===== src/rtl/irq_vec_pkg.sv =====
package irq_vec_pkg;
    localparam int DATA_W     = 8;
    localparam int GIE_BIT    = 0;
    localparam int UEN_BIT    = 1;
    localparam int TEN_BIT    = 2;
    localparam int UFLAG_BIT  = 4;
    localparam int TFLAG_BIT  = 6;
    localparam int RESUME_BIT = 3;
    localparam int BUSRST_BIT = 0;

    typedef enum logic {
        ARB_WAIT  = 1'b0,
        ARB_ISSUE = 1'b1
    } arb_state_e;
endpackage


===== src/rtl/irq_ctl_regs.sv =====
module irq_ctl_regs
    import irq_vec_pkg::*;
(
    input  logic              clk,
    input  logic              rst_n,
    input  logic              we_i,
    input  logic [DATA_W-1:0] wdata_i,
    input  logic              usb_set_i,
    input  logic              tmr_set_i,
    input  logic              usb_take_i,
    input  logic              tmr_take_i,
    input  logic              reti_i,
    output logic              gie_o,
    output logic              usb_rdy_o,
    output logic              tmr_rdy_o,
    output logic [DATA_W-1:0] ctl_o
);
    logic gie_q, uen_q, ten_q, uflag_q, tflag_q;
    logic take;
    logic unused_wdata;

    assign take = usb_take_i | tmr_take_i;
    assign unused_wdata = ^{wdata_i[DATA_W-1], wdata_i[5], wdata_i[3]};

    always_ff @(posedge clk) begin
        if (!rst_n) begin
            gie_q   <= 1'b0;
            uen_q   <= 1'b0;
            ten_q   <= 1'b0;
            uflag_q <= 1'b0;
            tflag_q <= 1'b0;
        end else if (we_i) begin
            gie_q   <= wdata_i[GIE_BIT];
            uen_q   <= wdata_i[UEN_BIT];
            ten_q   <= wdata_i[TEN_BIT];
            uflag_q <= wdata_i[UFLAG_BIT];
            tflag_q <= wdata_i[TFLAG_BIT];
        end else begin
            if (take)             gie_q <= 1'b0;
            else if (reti_i)      gie_q <= 1'b1;
            if (usb_set_i)        uflag_q <= 1'b1;
            else if (usb_take_i)  uflag_q <= 1'b0;
            if (tmr_set_i)        tflag_q <= 1'b1;
            else if (tmr_take_i)  tflag_q <= 1'b0;
        end
    end

    always_comb begin
        ctl_o            = '0;
        ctl_o[GIE_BIT]   = gie_q;
        ctl_o[UEN_BIT]   = uen_q;
        ctl_o[TEN_BIT]   = ten_q;
        ctl_o[UFLAG_BIT] = uflag_q;
        ctl_o[TFLAG_BIT] = tflag_q;
    end

    assign gie_o     = gie_q;
    assign usb_rdy_o = uen_q & uflag_q;
    assign tmr_rdy_o = ten_q & tflag_q;


    entry_clears_gie_chk: assert property (@(posedge clk) disable iff (!rst_n)
        (take && !we_i) |=> !gie_q);

    reti_sets_gie_chk: assert property (@(posedge clk) disable iff (!rst_n)
        (reti_i && !take && !we_i) |=> gie_q);

    tmr_set_beats_take_chk: assert property (@(posedge clk) disable iff (!rst_n)
        (tmr_set_i && !we_i) |=> tflag_q);
endmodule


===== src/rtl/irq_usb_status.sv =====
module irq_usb_status
    import irq_vec_pkg::*;
(
    input  logic              clk,
    input  logic              rst_n,
    input  logic              we_i,
    input  logic [DATA_W-1:0] wdata_i,
    input  logic              resume_i,
    input  logic              busrst_i,
    output logic [DATA_W-1:0] sts_o
);
    logic resume_q, busrst_q;
    logic unused_wdata;

    assign unused_wdata = ^{wdata_i[DATA_W-1:4], wdata_i[2:1]};

    always_ff @(posedge clk) begin
        if (!rst_n) begin
            resume_q <= 1'b0;
            busrst_q <= 1'b0;
        end else if (we_i) begin
            resume_q <= wdata_i[RESUME_BIT];
            busrst_q <= wdata_i[BUSRST_BIT];
        end else begin
            if (resume_i) resume_q <= 1'b1;
            if (busrst_i) busrst_q <= 1'b1;
        end
    end

    always_comb begin
        sts_o             = '0;
        sts_o[RESUME_BIT] = resume_q;
        sts_o[BUSRST_BIT] = busrst_q;
    end


    busrst_sticky_chk: assert property (@(posedge clk) disable iff (!rst_n)
        (busrst_q && !we_i) |=> busrst_q);

    resume_sets_chk: assert property (@(posedge clk) disable iff (!rst_n)
        (resume_i && !we_i) |=> resume_q);
endmodule


===== src/rtl/irq_arbiter.sv =====
module irq_arbiter
    import irq_vec_pkg::*;
#(
    parameter int               VEC_W   = 8,
    parameter logic [VEC_W-1:0] USB_VEC = 'h04,
    parameter logic [VEC_W-1:0] TMR_VEC = 'h0C
) (
    input  logic             clk,
    input  logic             rst_n,
    input  logic             step_i,
    input  logic             stack_full_i,
    input  logic             gie_i,
    input  logic             usb_rdy_i,
    input  logic             tmr_rdy_i,
    output logic             usb_take_o,
    output logic             tmr_take_o,
    output logic             call_o,
    output logic [VEC_W-1:0] vec_o
);
    arb_state_e       state_q, state_d;
    logic [VEC_W-1:0] vec_d, vec_q;

    always_comb begin
        state_d    = state_q;
        vec_d      = '0;
        usb_take_o = 1'b0;
        tmr_take_o = 1'b0;
        unique case (state_q)
            ARB_WAIT: begin
                if (step_i && gie_i && !stack_full_i && (usb_rdy_i || tmr_rdy_i)) begin
                    state_d = ARB_ISSUE;
                    if (usb_rdy_i) begin
                        usb_take_o = 1'b1;
                        vec_d      = USB_VEC;
                    end else begin
                        tmr_take_o = 1'b1;
                        vec_d      = TMR_VEC;
                    end
                end
            end
            ARB_ISSUE: state_d = ARB_WAIT;
            default:   state_d = ARB_WAIT;
        endcase
    end

    always_ff @(posedge clk) begin
        if (!rst_n) state_q <= ARB_WAIT;
        else        state_q <= state_d;
    end

    always_ff @(posedge clk) begin
        if (!rst_n) vec_q <= '0;
        else        vec_q <= vec_d;
    end

    assign call_o = (state_q == ARB_ISSUE);
    assign vec_o  = vec_q;


    entry_needs_room_chk: assert property (@(posedge clk) disable iff (!rst_n)
        call_o |-> $past(step_i && !stack_full_i && gie_i));

    call_one_cycle_chk: assert property (@(posedge clk) disable iff (!rst_n)
        call_o |=> !call_o);

    usb_priority_chk: assert property (@(posedge clk) disable iff (!rst_n)
        (call_o && $past(usb_rdy_i)) |-> (vec_o == USB_VEC));

    vec_idle_zero_chk: assert property (@(posedge clk) disable iff (!rst_n)
        !call_o |-> (vec_o == '0));
endmodule


===== src/rtl/irq_vec_ctrl.sv =====
module irq_vec_ctrl
    import irq_vec_pkg::*;
#(
    parameter int               VEC_W   = 8,
    parameter logic [VEC_W-1:0] USB_VEC = 'h04,
    parameter logic [VEC_W-1:0] TMR_VEC = 'h0C
) (
    input  logic              clk,
    input  logic              rst_n,
    input  logic              step_i,
    input  logic              stack_full_i,
    input  logic              ret_i,
    input  logic              reti_i,
    input  logic              usb_evt_i,
    input  logic              usb_resume_i,
    input  logic              usb_reset_i,
    input  logic              tmr_ovf_i,
    input  logic              ctl_we_i,
    input  logic [DATA_W-1:0] ctl_wdata_i,
    input  logic              sts_we_i,
    input  logic [DATA_W-1:0] sts_wdata_i,
    output logic [DATA_W-1:0] ctl_o,
    output logic [DATA_W-1:0] sts_o,
    output logic              call_o,
    output logic [VEC_W-1:0]  vec_o
);
    logic gie, usb_rdy, tmr_rdy, usb_take, tmr_take, usb_set;

    assign usb_set = usb_evt_i | usb_resume_i | usb_reset_i;

    irq_ctl_regs u_ctl (
        .clk        (clk),
        .rst_n      (rst_n),
        .we_i       (ctl_we_i),
        .wdata_i    (ctl_wdata_i),
        .usb_set_i  (usb_set),
        .tmr_set_i  (tmr_ovf_i),
        .usb_take_i (usb_take),
        .tmr_take_i (tmr_take),
        .reti_i     (reti_i),
        .gie_o      (gie),
        .usb_rdy_o  (usb_rdy),
        .tmr_rdy_o  (tmr_rdy),
        .ctl_o      (ctl_o)
    );

    irq_usb_status u_sts (
        .clk      (clk),
        .rst_n    (rst_n),
        .we_i     (sts_we_i),
        .wdata_i  (sts_wdata_i),
        .resume_i (usb_resume_i),
        .busrst_i (usb_reset_i),
        .sts_o    (sts_o)
    );

    irq_arbiter #(
        .VEC_W   (VEC_W),
        .USB_VEC (USB_VEC),
        .TMR_VEC (TMR_VEC)
    ) u_arb (
        .clk          (clk),
        .rst_n        (rst_n),
        .step_i       (step_i),
        .stack_full_i (stack_full_i),
        .gie_i        (gie),
        .usb_rdy_i    (usb_rdy),
        .tmr_rdy_i    (tmr_rdy),
        .usb_take_o   (usb_take),
        .tmr_take_o   (tmr_take),
        .call_o       (call_o),
        .vec_o        (vec_o)
    );


    ret_keeps_gie_chk: assert property (@(posedge clk) disable iff (!rst_n)
        (ret_i && !reti_i && !ctl_we_i && !usb_take && !tmr_take) |=> $stable(ctl_o[GIE_BIT]));

    write_wins_chk: assert property (@(posedge clk) disable iff (!rst_n)
        ctl_we_i |=> (ctl_o[TFLAG_BIT] == $past(ctl_wdata_i[TFLAG_BIT])));
endmodule


===== config.mk =====
export PLATFORM = sky130hd
export DESIGN_NAME = irq_vec_ctrl
export DESIGN_NICKNAME = d
export VERILOG_FILES = /design/src/rtl/irq_vec_pkg.sv /design/src/rtl/irq_ctl_regs.sv /design/src/rtl/irq_usb_status.sv /design/src/rtl/irq_arbiter.sv /design/src/rtl/irq_vec_ctrl.sv
export SDC_FILE = /design/constraint.sdc
export NUM_CORES = 1
export LEC_CHECK = 0
export BUFFER_PORTS_ARGS = -buffer_cell sky130_fd_sc_hd__buf_2
export CAP_MARGIN = 5
export CORE_MARGIN = 2
export CORE_UTILIZATION = 32
export CTS_BUF_LIST = sky130_fd_sc_hd__clkbuf_4 sky130_fd_sc_hd__clkbuf_8 sky130_fd_sc_hd__clkbuf_16
export DETAILED_ROUTE_END_ITERATION = 10
export GPL_ROUTABILITY_DRIVEN = 0
export HOLD_SLACK_MARGIN = 0.08
export PLACE_DENSITY_LB_ADDON = 0.1
export SKIP_CTS_REPAIR_TIMING = 1
export SLEW_MARGIN = 20
export SYNTH_ARGS = -nofsm -noshare
export SYNTH_HDL_FRONTEND = slang
export SYNTH_SLANG_ARGS = --single-unit

===== constraint.sdc =====
create_clock -name clk -period 0.9 [get_ports clk]
set_input_delay 0.18 -clock clk [delete_from_list [all_inputs] [get_ports clk]]
set_output_delay 0.18 -clock clk [all_outputs]
set_load 0.005 [all_outputs]

==> results of run 1 <==
## layer usage
metal  vias to the layer above  wire (um)  GRT usage (%)
met4                         0          0           3.33
li1                        231          -              -
met5                         -          0              0
met3                         0        141           7.06
met2                        30        446           14.4
met1                       188        487           10.3
## worst paths after layout
check	start	to	slack (ns)	cells after the start
worst max-delay path	u_ctl.gie_o	ctl_o[0]	-0.10	2
worst min-delay path	ctl_wdata_i[2]	u_ctl.ten_q	0.15	3
worst max register to register	u_arb.call_o	u_arb.vec_o[3]	-0.03	3
worst min register to register	u_ctl.tflag_q	u_ctl.tflag_q	0.51	2
## cell families after synthesis
group / Yosys count / share of synthesized area [%]
AOI/OAI and AO/OA: 9 / 10.1
buffers and inverters: 26 / 31.2
DFF: 10 / 34.4
muxes: 3 / 5.16
other: 1 / 0.645
and+or+nand+nor: 16 / 18.5
## registers in the layout (all words and copies together), names as in the netlist
signal          cells
u_ctl.tflag_q       1
u_sts.resume_q      1
u_arb.call_o        1
u_ctl.uen_q         1
u_ctl.uflag_q       1
u_sts.busrst_q      1
u_ctl.gie_o         1
u_arb.vec_o         2
u_ctl.ten_q         1
## power breakdown
part	switching, W	total [W]	internal [W]
Combinational	0.0000786	0.000181	0.000102
Clock	0.000159	0.000405	0.000246
Sequential	0.0000193	0.000490	0.000470
## critical path, cell delays in order (launching register included)
cell     delay [ns]
dfxtp_2        0.34
buf_6          0.11
buf_6          0.10
## cell usage in the layout (no fill, tap or decap)
cell,netlist,final
buf_4,22,3
o211ai_1,2,2
inv_1,3,3
nand4bb_4,1,1
and2_2,2,1
conb_1,1,15
clkbuf_4,0,3
and3_1,1,1
buf_6,0,5
buf_2,1,24
a21oi_1,2,2
mux2i_1,3,3
clkbuf_8,0,1
a21bo_2,1,1
o21ai_0,3,1
nor2b_1,2,2
and2_4,0,1
a21oi_4,0,1
dfxtp_2,0,8
nand3_1,1,1
o21ai_1,0,1
nor3_1,4,4
nand2_1,2,2
o21ai_2,0,1
dfxtp_1,10,2
nor4_1,1,1
nor2_1,2,2
## area by class of cell
class                   count  area share (%)
flip-flops and latches     10            27.9
inverters                   3            1.50
clock buffers               4            4.82
repair buffers             32            26.4
well taps                  25            4.15
multi-input cells          43            35.2
## metrics by stage
step	hold WS (ns)	setup TNS [ns]	instance area, um2	utilization (%)
3_5_place_dp	0.423	-0.281	653	37.8
5_1_grt	0.163	-0.813	753	43.6
2_1_floorplan	0.316	0	634	-
6_report	0.153	-0.304	753	43.6
4_1_cts	0.138	-0.868	689	39.9
3_3_place_gp	0.419	-0.189	653	37.8
==> summary.md, run 1 <==
| Metric | Value |
|---|---|
| Cells after Synth | `65` |
| Most numerous cell in the Yosys netlist | `buf_4` |
| Fmax | `~1.0 GHz` |
| Global route overflow | `0` |
| Via count | `between 400 and 500` |
| Number of routed nets with antenna violations | `0` |
| Final Power | `between 0.001 and 0.0015 W` |
| Max-cap violations | `0` |
| Setup slack after layout | `-0.100 ns` |
| Largest fanout on the critical path | `2` |
| Final Hold Viols | `0` |
| Post-Route WL | `1080 um` |
| Core Footprint | `1730 um2` |
| Ys Warns | `0` |
| Ys async rst share | `0%` |
| CTS tree | `done` |
| DRC violations left | `0` |
| Ys flop type | `dfxtp_1` |
| Failing checks | `setup timing` |
| Die height | `46.6 um` |
| Layout Cells excl Fill | `about 120` |
| Post-Syn Area | `582 um2` |
| Yosys top cell area share | `34.4%` |
| P_leak | `roughly 0.38 nW` |
| Synth cell types | `20` |
| Post-synth EDFFs | `0` |
| Post-synth top cells | `buf_4, dfxtp_1, nor3_1` |
| Routed WL per cell | `9.19 um` |
| Dpl hpwl | `898 um` |
| Initial antenna violation count | `0` |
| Largest net degree at the start of global routing | `8` |
| CP endpoint kind | `primary output` |
| Fraction of layout cells with a size suffix above 1 | `54.3%` |
| CTS sink count | `10` |
| Root buf cell | `clkbuf_4` |
| Crit path required time | `approximately 0.72 ns` |
| Clock Skews | `0.00398 ns` |
| Syn_area_per_cell | `8.95 um2` |
| Critical path launch point type | `flop` |
| Placed cells | `111` |
| Final setup viols | `8` |
| CP Class | `reg -> out` |
| Area occupied by multi-input gates | `265 um2` |
| GRT Resource Usage Total | `9.55%` |
| Status | `complete, but fails checks` |
| Die W | `about 47 um` |
| Synth area leader | `dfxtp_1` |
| Register area share after synthesis | `approximately 34%` |
| Crit path time final | `1.00 ns` |
| Row cnt | `15` |
| Starting Density | `about a third` |
| Slew Limit Fails | `0` |
| Min-Delay Path Class | `in -> reg` |
| Detailed Routing Iterations Pass 1 | `2` |
| Total CTS buffers | `3` |
| Vias in the first global route | `317` |
| H-tree level count | `1` |
| Pre-CTS WS | `-0.0598 ns` |
| Cell Pwr Density | `1430 nW/um2` |
| Storage element area | `roughly 210 um2` |
| First-pass GRT wire length | `between 1000 and 1500 um` |
| Max VDD drop | `0.993 mV` |
| RSZ-0062 raised after global routing | `yes` |
| Fin nets | `121` |
| Worst skew pair latency | `approximately 0.26 ns` |
| Largest cells by area after synthesis | `dfxtp_1, buf_4, mux2i_1, nand4bb_4, nor3_1` |
| Iteration-0 DRC Markers | `1` |
| Critical Path AT | `0.82 ns` |
| # diodes | `0` |
| Fillcell total | `202` |
| Port Buffers | `27` |
| Clock-pin slew on the worst setup and hold paths | `0.07 ns` |
| Vias per cell | `3.84` |
| CTS max path bufs | `2` |
| Final period utilization | `111%` |
| Layout Area Growth over Synthesis | `29.5%` |
| Die area | `2180 um2` |
| Seq cells post-synth | `10` |
| Top-Level Pins | `53` |
(Power assumes the default switching activity.)
==> run 2: changes to the inputs <==
--- a/config.mk
+++ b/config.mk
@@ -16,5 +16,5 @@
 export PLACE_DENSITY_LB_ADDON = 0.1
 export SKIP_CTS_REPAIR_TIMING = 1
-export SLEW_MARGIN = 20
+export SLEW_MARGIN = 5
 export SYNTH_ARGS = -nofsm -noshare
 export SYNTH_HDL_FRONTEND = slang
==> constraint.sdc (replaced) <==
create_clock -name clk -period 0.9 [get_ports clk]
set_input_delay 0.135 -clock clk [delete_from_list [all_inputs] [get_ports clk]]
set_output_delay 0.135 -clock clk [all_outputs]
set_load 0.005 [all_outputs]
==> run 2 against run 1 <==
  * The flow still finishes with violations (setup timing)
  * Largest power group unchanged
  * Register-to-register slack about the same
  * Critical path depth unchanged
  * Critical endpoint unchanged
  * Critical path type unchanged
  * Clock-buffer cell count did not move
==> summary.md, run 2 (synthesized netlist as in run 1, its figures left out) <==
| Metric | Value |
|---|---|
| Cell Pwr Density | `1460 nW/um2` |
| Final setup viols | `6` |
| DRC violations left | `0` |
| Slowest cell on crit path | `dfxtp_2` |
| Critical Path AT | `0.82 ns` |
| Initial antenna violation count | `0` |
| H-tree level count | `1` |
| CTS tree | `done` |
| Layout Area Growth over Synthesis | `24.1%` |
| Final period utilization | `106%` |
| Max reg flops | `2` |
| Worst path most repeated cell | `buf_6` |
| Sw frac | `23.9%` |
| Fraction of layout cells with a size suffix above 1 | `47.8%` |
| Iteration-0 DRC Markers | `1` |
| Fmax | `1.05 GHz` |
| Dpl hpwl | `898 um` |
| First-pass GRT wire length | `1300 um` |
| Global route overflow | `0` |
| Largest fanout on the critical path | `2` |
| # diodes | `0` |
| Post-route cell area | `722 um2` |
| Commonest non-fill, non-tap cell in the layout | `buf_2` |
| Clock share of power | `38.3%` |
| CP Class | `reg -> out` |
| P_leak | `0.366 nW` |
| Critical path launch point | `u_ctl.gie_o` |
| Crit path largest cell delay | `~0.34 ns` |
| Total CTS buffers | `3` |
| Final setup TNS | `-0.138 ns` |
| Critical path's top delay family | `flip-flops` |
| Buf/Inv on CP | `2` |
| Max-cap violations | `0` |
| Worst-path cell chain | `buf_6 -> buf_6` |
| Setup slack after layout | `-0.0550 ns` |
| Slew Limit Fails | `0` |
| Port Buffers | `27` |
| Worst skew pair latency | `about 0.26 ns` |
| Final Hold Viols | `0` |
| Largest net degree at the start of global routing | `8` |
| Commonest non-fill, non-tap cells in the layout | `buf_2, conb_1, dfxtp_1` |
| Min-delay src | `ctl_wdata_i[2]` |
| CP endpoint kind | `primary output` |
| Critical path launch point type | `flop` |
| Status | `complete, but fails checks` |
| CTS sink count | `10` |
| Core Footprint | `1730 um2` |
| Fin nets | `119` |
| Vias in the first global route | `about 320` |
| Via count | `roughly 440` |
| Post-Route WL | `1070 um` |
| Top-Level Pins | `53` |
| Reg power frac | `46.1%` |
| Internal power of the cells | `0.000803 W` |
| Clock-pin slew on the worst setup and hold paths | `0.07 ns` |
| Root buf cell | `clkbuf_4` |
| CTS max path bufs | `2` |
| Net Sw Power | `0.000252 W` |
| Row cnt | `15` |
| Crit path time final | `about 0.96 ns` |
| Starting Density | `33.7%` |
| RSZ-0062 raised after global routing | `yes` |
| Placed cells | `111` |
| Die W | `46.6 um` |
| Max VDD drop | `1.01 mV` |
| Number of routed nets with antenna violations | `0` |
| Critical R2R Launch | `u_arb.call_o` |
| Die height | `~47 um` |
| Die area | `2180 um2` |
| Detailed Routing Iterations Pass 1 | `2` |
| Comb pwr share | `between 10% and 20%` |
| Post-layout util | `41.8%` |
| Post-DP Area | `653 um2` |
| Min-Delay Path Class | `in -> reg` |
| Routed WL per cell | `9.26 um` |
| GRT Resource Usage Total | `9.55%` |
| Layout Cells excl Fill | `115` |
| Crit path required time | `0.76 ns` |
| Clock Skews | `0.00381 ns` |
| Vias per cell | `between 3 and 4` |
| Failing checks | `setup timing` |
## run 2: changes by cell type in the layout (fill, tap and decap cells not counted), sizes merged
cell  change
buf       -2
## run 2: worst paths after layout
check | slack (ns) | endpoint | depth (start not counted)
min reg2reg | 0.52 | u_ctl.tflag_q | 2
max | -0.06 | ctl_o[0] | 2
max reg2reg | -0.02 | u_ctl.uflag_q | 3
min | 0.11 | u_ctl.ten_q | 3
## run 2: cell type report
cell class / instances / area [um2]
inverters: 3 / 11.3
flip-flops and latches: 10 / 205
fillers: 205 / 1000
multi-input cells: 43 / 260
repair buffers: 30 / 178
well taps: 25 / 31.3
clock buffers: 4 / 36.3
## run 2: stage by stage
step	worst slack [ns]	hold WS [ns]	total power [W]
2_1_floorplan	0.00746	0.271	0.000636
3_3_place_gp	-0.0456	0.374	0.000645
3_5_place_dp	-0.0598	0.378	0.000646
4_1_cts	-0.127	0.0932	0.00106
5_1_grt	-0.0895	0.118	0.00112
6_report	-0.0550	0.108	0.00106
## run 2: power by group through the flow
| stage | clock network [W] | registers (W) | logic (W) |
|---|---|---|---|
| 2_1_floorplan | 0 | 0.000491 | 0.000145 |
| 3_3_place_gp | 0 | 0.000494 | 0.000151 |
| 3_5_place_dp | 0 | 0.000494 | 0.000152 |
| 4_1_cts | 0.000425 | 0.000484 | 0.000152 |
| 5_1_grt | 0.000443 | 0.000490 | 0.000184 |
| 6_report | 0.000404 | 0.000487 | 0.000165 |
## run 2: metal layers
layer	up-vias	share of wire (%)	wire length, um	GRT usage (%)
li1	227	-	-	-
met1	184	45	483	10.3
met2	30	41	440	14.4
met3	0	13	141	7.06
met4	0	0	0	3.33
met5	-	0	0	0
## run 2: tightest hold or removal path: stages
cell and delay (ns):
buf_2 0.07, mux2i_1 0.06, nor2_1 0.07
==> run 3: changes to the inputs <==
==> constraint.sdc (replaced) <==
create_clock -name clk -period 0.9 [get_ports clk]
set_input_delay 0 -clock clk [delete_from_list [all_inputs] [get_ports clk]]
set_output_delay 0 -clock clk [all_outputs]
set_load 0.005 [all_outputs]
==> run 3 against run 2 <==
  * Clock power shrank 27%
  * Final area grew 12%
  * Die area is the same
  * Total power shrank 7.6%
  * Non-clock buffer count grew 12
  * Sequential power is essentially flat
  * Clock-buffer cell count shrank 1
  * The run still ends with setup timing left
  * Sequential share of layout area shrank 3.1 points
  * Via count grew 12%
  * Highest routed layer is now met4
  * Critical path depth grew 1
==> summary.md, run 3 (synthesized netlist as in run 1, its figures left out) <==
| Metric | Value |
|---|---|
| Fillcell total | `between 150 and 200` |
| Busiest grt layer | `met2` |
| Reg power frac | `49.6%` |
| Worst reg2reg setup slack | `-0.03 ns` |
| RR Endpoint | `u_ctl.tflag_q` |
| Vias per cell | `between 3 and 4` |
| Vias in the first global route | `354` |
| Min-Delay Path Class | `in -> reg` |
| Detailed Routing Iterations Pass 1 | `4` |
| CP endpoint kind | `flop` |
| R2R cell count | `3` |
| CP Class | `reg -> reg` |
| Commonest non-fill, non-tap cells in the layout | `buf_2, conb_1, dlygate4sd3_1, dfxtp_1` |
| Internal power of the cells | `roughly 0.00074 W` |
| Post-layout util | `46.7%` |
| Port Buffers | `27` |
| Status | `complete, but fails checks` |
| Crit path largest cell delay | `0.34 ns` |
| Crit path time final | `between 0.9 and 1 ns` |
| Fraction of layout cells with a size suffix above 1 | `41.6%` |
| Critical path launch point type | `flop` |
| Hold path cells | `3` |
| Final setup TNS | `-0.0572 ns` |
| Met3 Usage GRT | `5.88%` |
| Sw frac | `24.5%` |
| Starting Density | `33.7%` |
| Via count | `495` |
| Crit path capture | `u_ctl.tflag_q` |
| CTS sink count | `10` |
| Max reg flops | `2` |
| Net Sw Power | `approximately 0.00024 W` |
| Core Footprint | `around 1700 um2` |
| Layout Area Growth over Synthesis | `38.5%` |
| Comb pwr share | `20.3%` |
| Met1 Use GR | `between 10% and 20%` |
| Final Hold Viols | `0` |
| DRC violations left | `0` |
| Final Power | `0.000975 W` |
| Iteration-0 DRC Markers | `2` |
| Slew Limit Fails | `0` |
| CTS max path bufs | `2` |
| Critical path launch point | `u_ctl.ten_q` |
| Commonest non-fill, non-tap cell in the layout | `buf_2` |
| Storage element area | `204 um2` |
| Worst-path cell chain | `a21bo_2 -> o211ai_1 -> a21oi_1` |
| Failing checks | `setup timing` |
| Critical R2R Launch | `u_ctl.ten_q` |
| Clock share of power | `roughly 30%` |
| Number of routed nets with antenna violations | `0` |
| Clock Skews | `approximately 0.0026 ns` |
| Die area | `2180 um2` |
| Final period utilization | `103%` |
| Max-cap violations | `0` |
| CTS tree | `done` |
| Row cnt | `15` |
| Critical Path AT | `1.07 ns` |
| P_leak | `around 0.41 nW` |
| H-tree level count | `1` |
| GR Util met2 | `15.3%` |
| Max VDD drop | `0.801 mV` |
| Crit path required time | `1.05 ns` |
| Die W | `46.6 um` |
| Die height | `approximately 47 um` |
| Largest net degree at the start of global routing | `8` |
| Routed WL per cell | `between 9 and 10 um` |
| Post-Route WL | `1180 um` |
| GRT Resource Usage Total | `10.5%` |
| Total CTS buffers | `3` |
| Area occupied by multi-input gates | `roughly 260 um2` |
| Dpl hpwl | `between 800 and 900 um` |
| RSZ-0062 raised after global routing | `yes` |
| Global route overflow | `0` |
| Largest fanout on the critical path | `3` |
| First-pass GRT wire length | `1480 um` |
| Setup slack after layout | `-0.0276 ns` |
| Final setup viols | `3` |
| Slowest cell on crit path | `dfxtp_2` |
| Cell Pwr Density | `1210 nW/um2` |
| Worst skew pair latency | `0.26 ns` |
| Fmax | `around 1.1 GHz` |
| # diodes | `0` |
| Top-Level Pins | `53` |
| Initial antenna violation count | `0` |
| Fin nets | `131` |
| Clock-pin slew on the worst setup and hold paths | `0.06 ns` |
| Root buf cell | `clkbuf_4` |
| Worst hold slack | `0.0172 ns` |
==> run 3: cell types whose count changed in the layout (fill, tap and decap cells not counted), sizes merged <==
cell,delta
clkbuf,-1
buf,+1
dlygate4sd3,+11
==> run 3: power groups by stage <==
| stage | clock (W) | sequential (W) | combinational [W] |
|---|---|---|---|
| 2_1_floorplan | 0 | 0.000491 | 0.000145 |
| 3_3_place_gp | 0 | 0.000493 | 0.000157 |
| 5_1_grt | 0.000328 | 0.000486 | 0.000220 |
| 4_1_cts | 0.000306 | 0.000483 | 0.000158 |
| 6_report | 0.000294 | 0.000484 | 0.000198 |
| 3_5_place_dp | 0 | 0.000493 | 0.000157 |
==> run 3: critical path, delay by kind of cell (launching register included) <==
| family | cells | cell delay (ns) |
|---|---|---|
| AO/OA/AOI/OAI | 3 | 0.48 |
| flip-flops | 1 | 0.34 |
==> run 3: final cells by class <==
class                   instances  area share [%]
well taps                      25            3.88
clock buffers                   3            2.80
flip-flops and latches         10            25.3
repair buffers                 42            34.2
multi-input cells              43            32.5
inverters                       3            1.40
==> run 3: worst min path at each step <==
stage / start / to / slack, ns
floorplan: rst_n / u_arb.call_o / 0.14
global placement: ctl_wdata_i[2] / u_ctl.ten_q / 0.24
detailed placement: ctl_wdata_i[2] / u_ctl.ten_q / 0.25
CTS: ctl_wdata_i[2] / u_ctl.ten_q / -0.02
global route: usb_evt_i / u_ctl.uflag_q / 0.07
finish: usb_evt_i / u_ctl.uflag_q / 0.02
==> run 3: metrics by stage <==
stage,cell area [um2],setup slack [ns],cells
5_1_grt,806,-0.0895,126
2_1_floorplan,634,0.00746,79
4_1_cts,683,-0.0527,115
6_report,806,-0.0276,126
3_3_place_gp,661,-0.0423,112
3_5_place_dp,661,-0.0423,112
==> run 3: metal layers <==
metal	vias up	wire length (um)
li1	255	-
met1	209	525
met2	29	525
met3	2	113
met4	0	12
met5	-	0
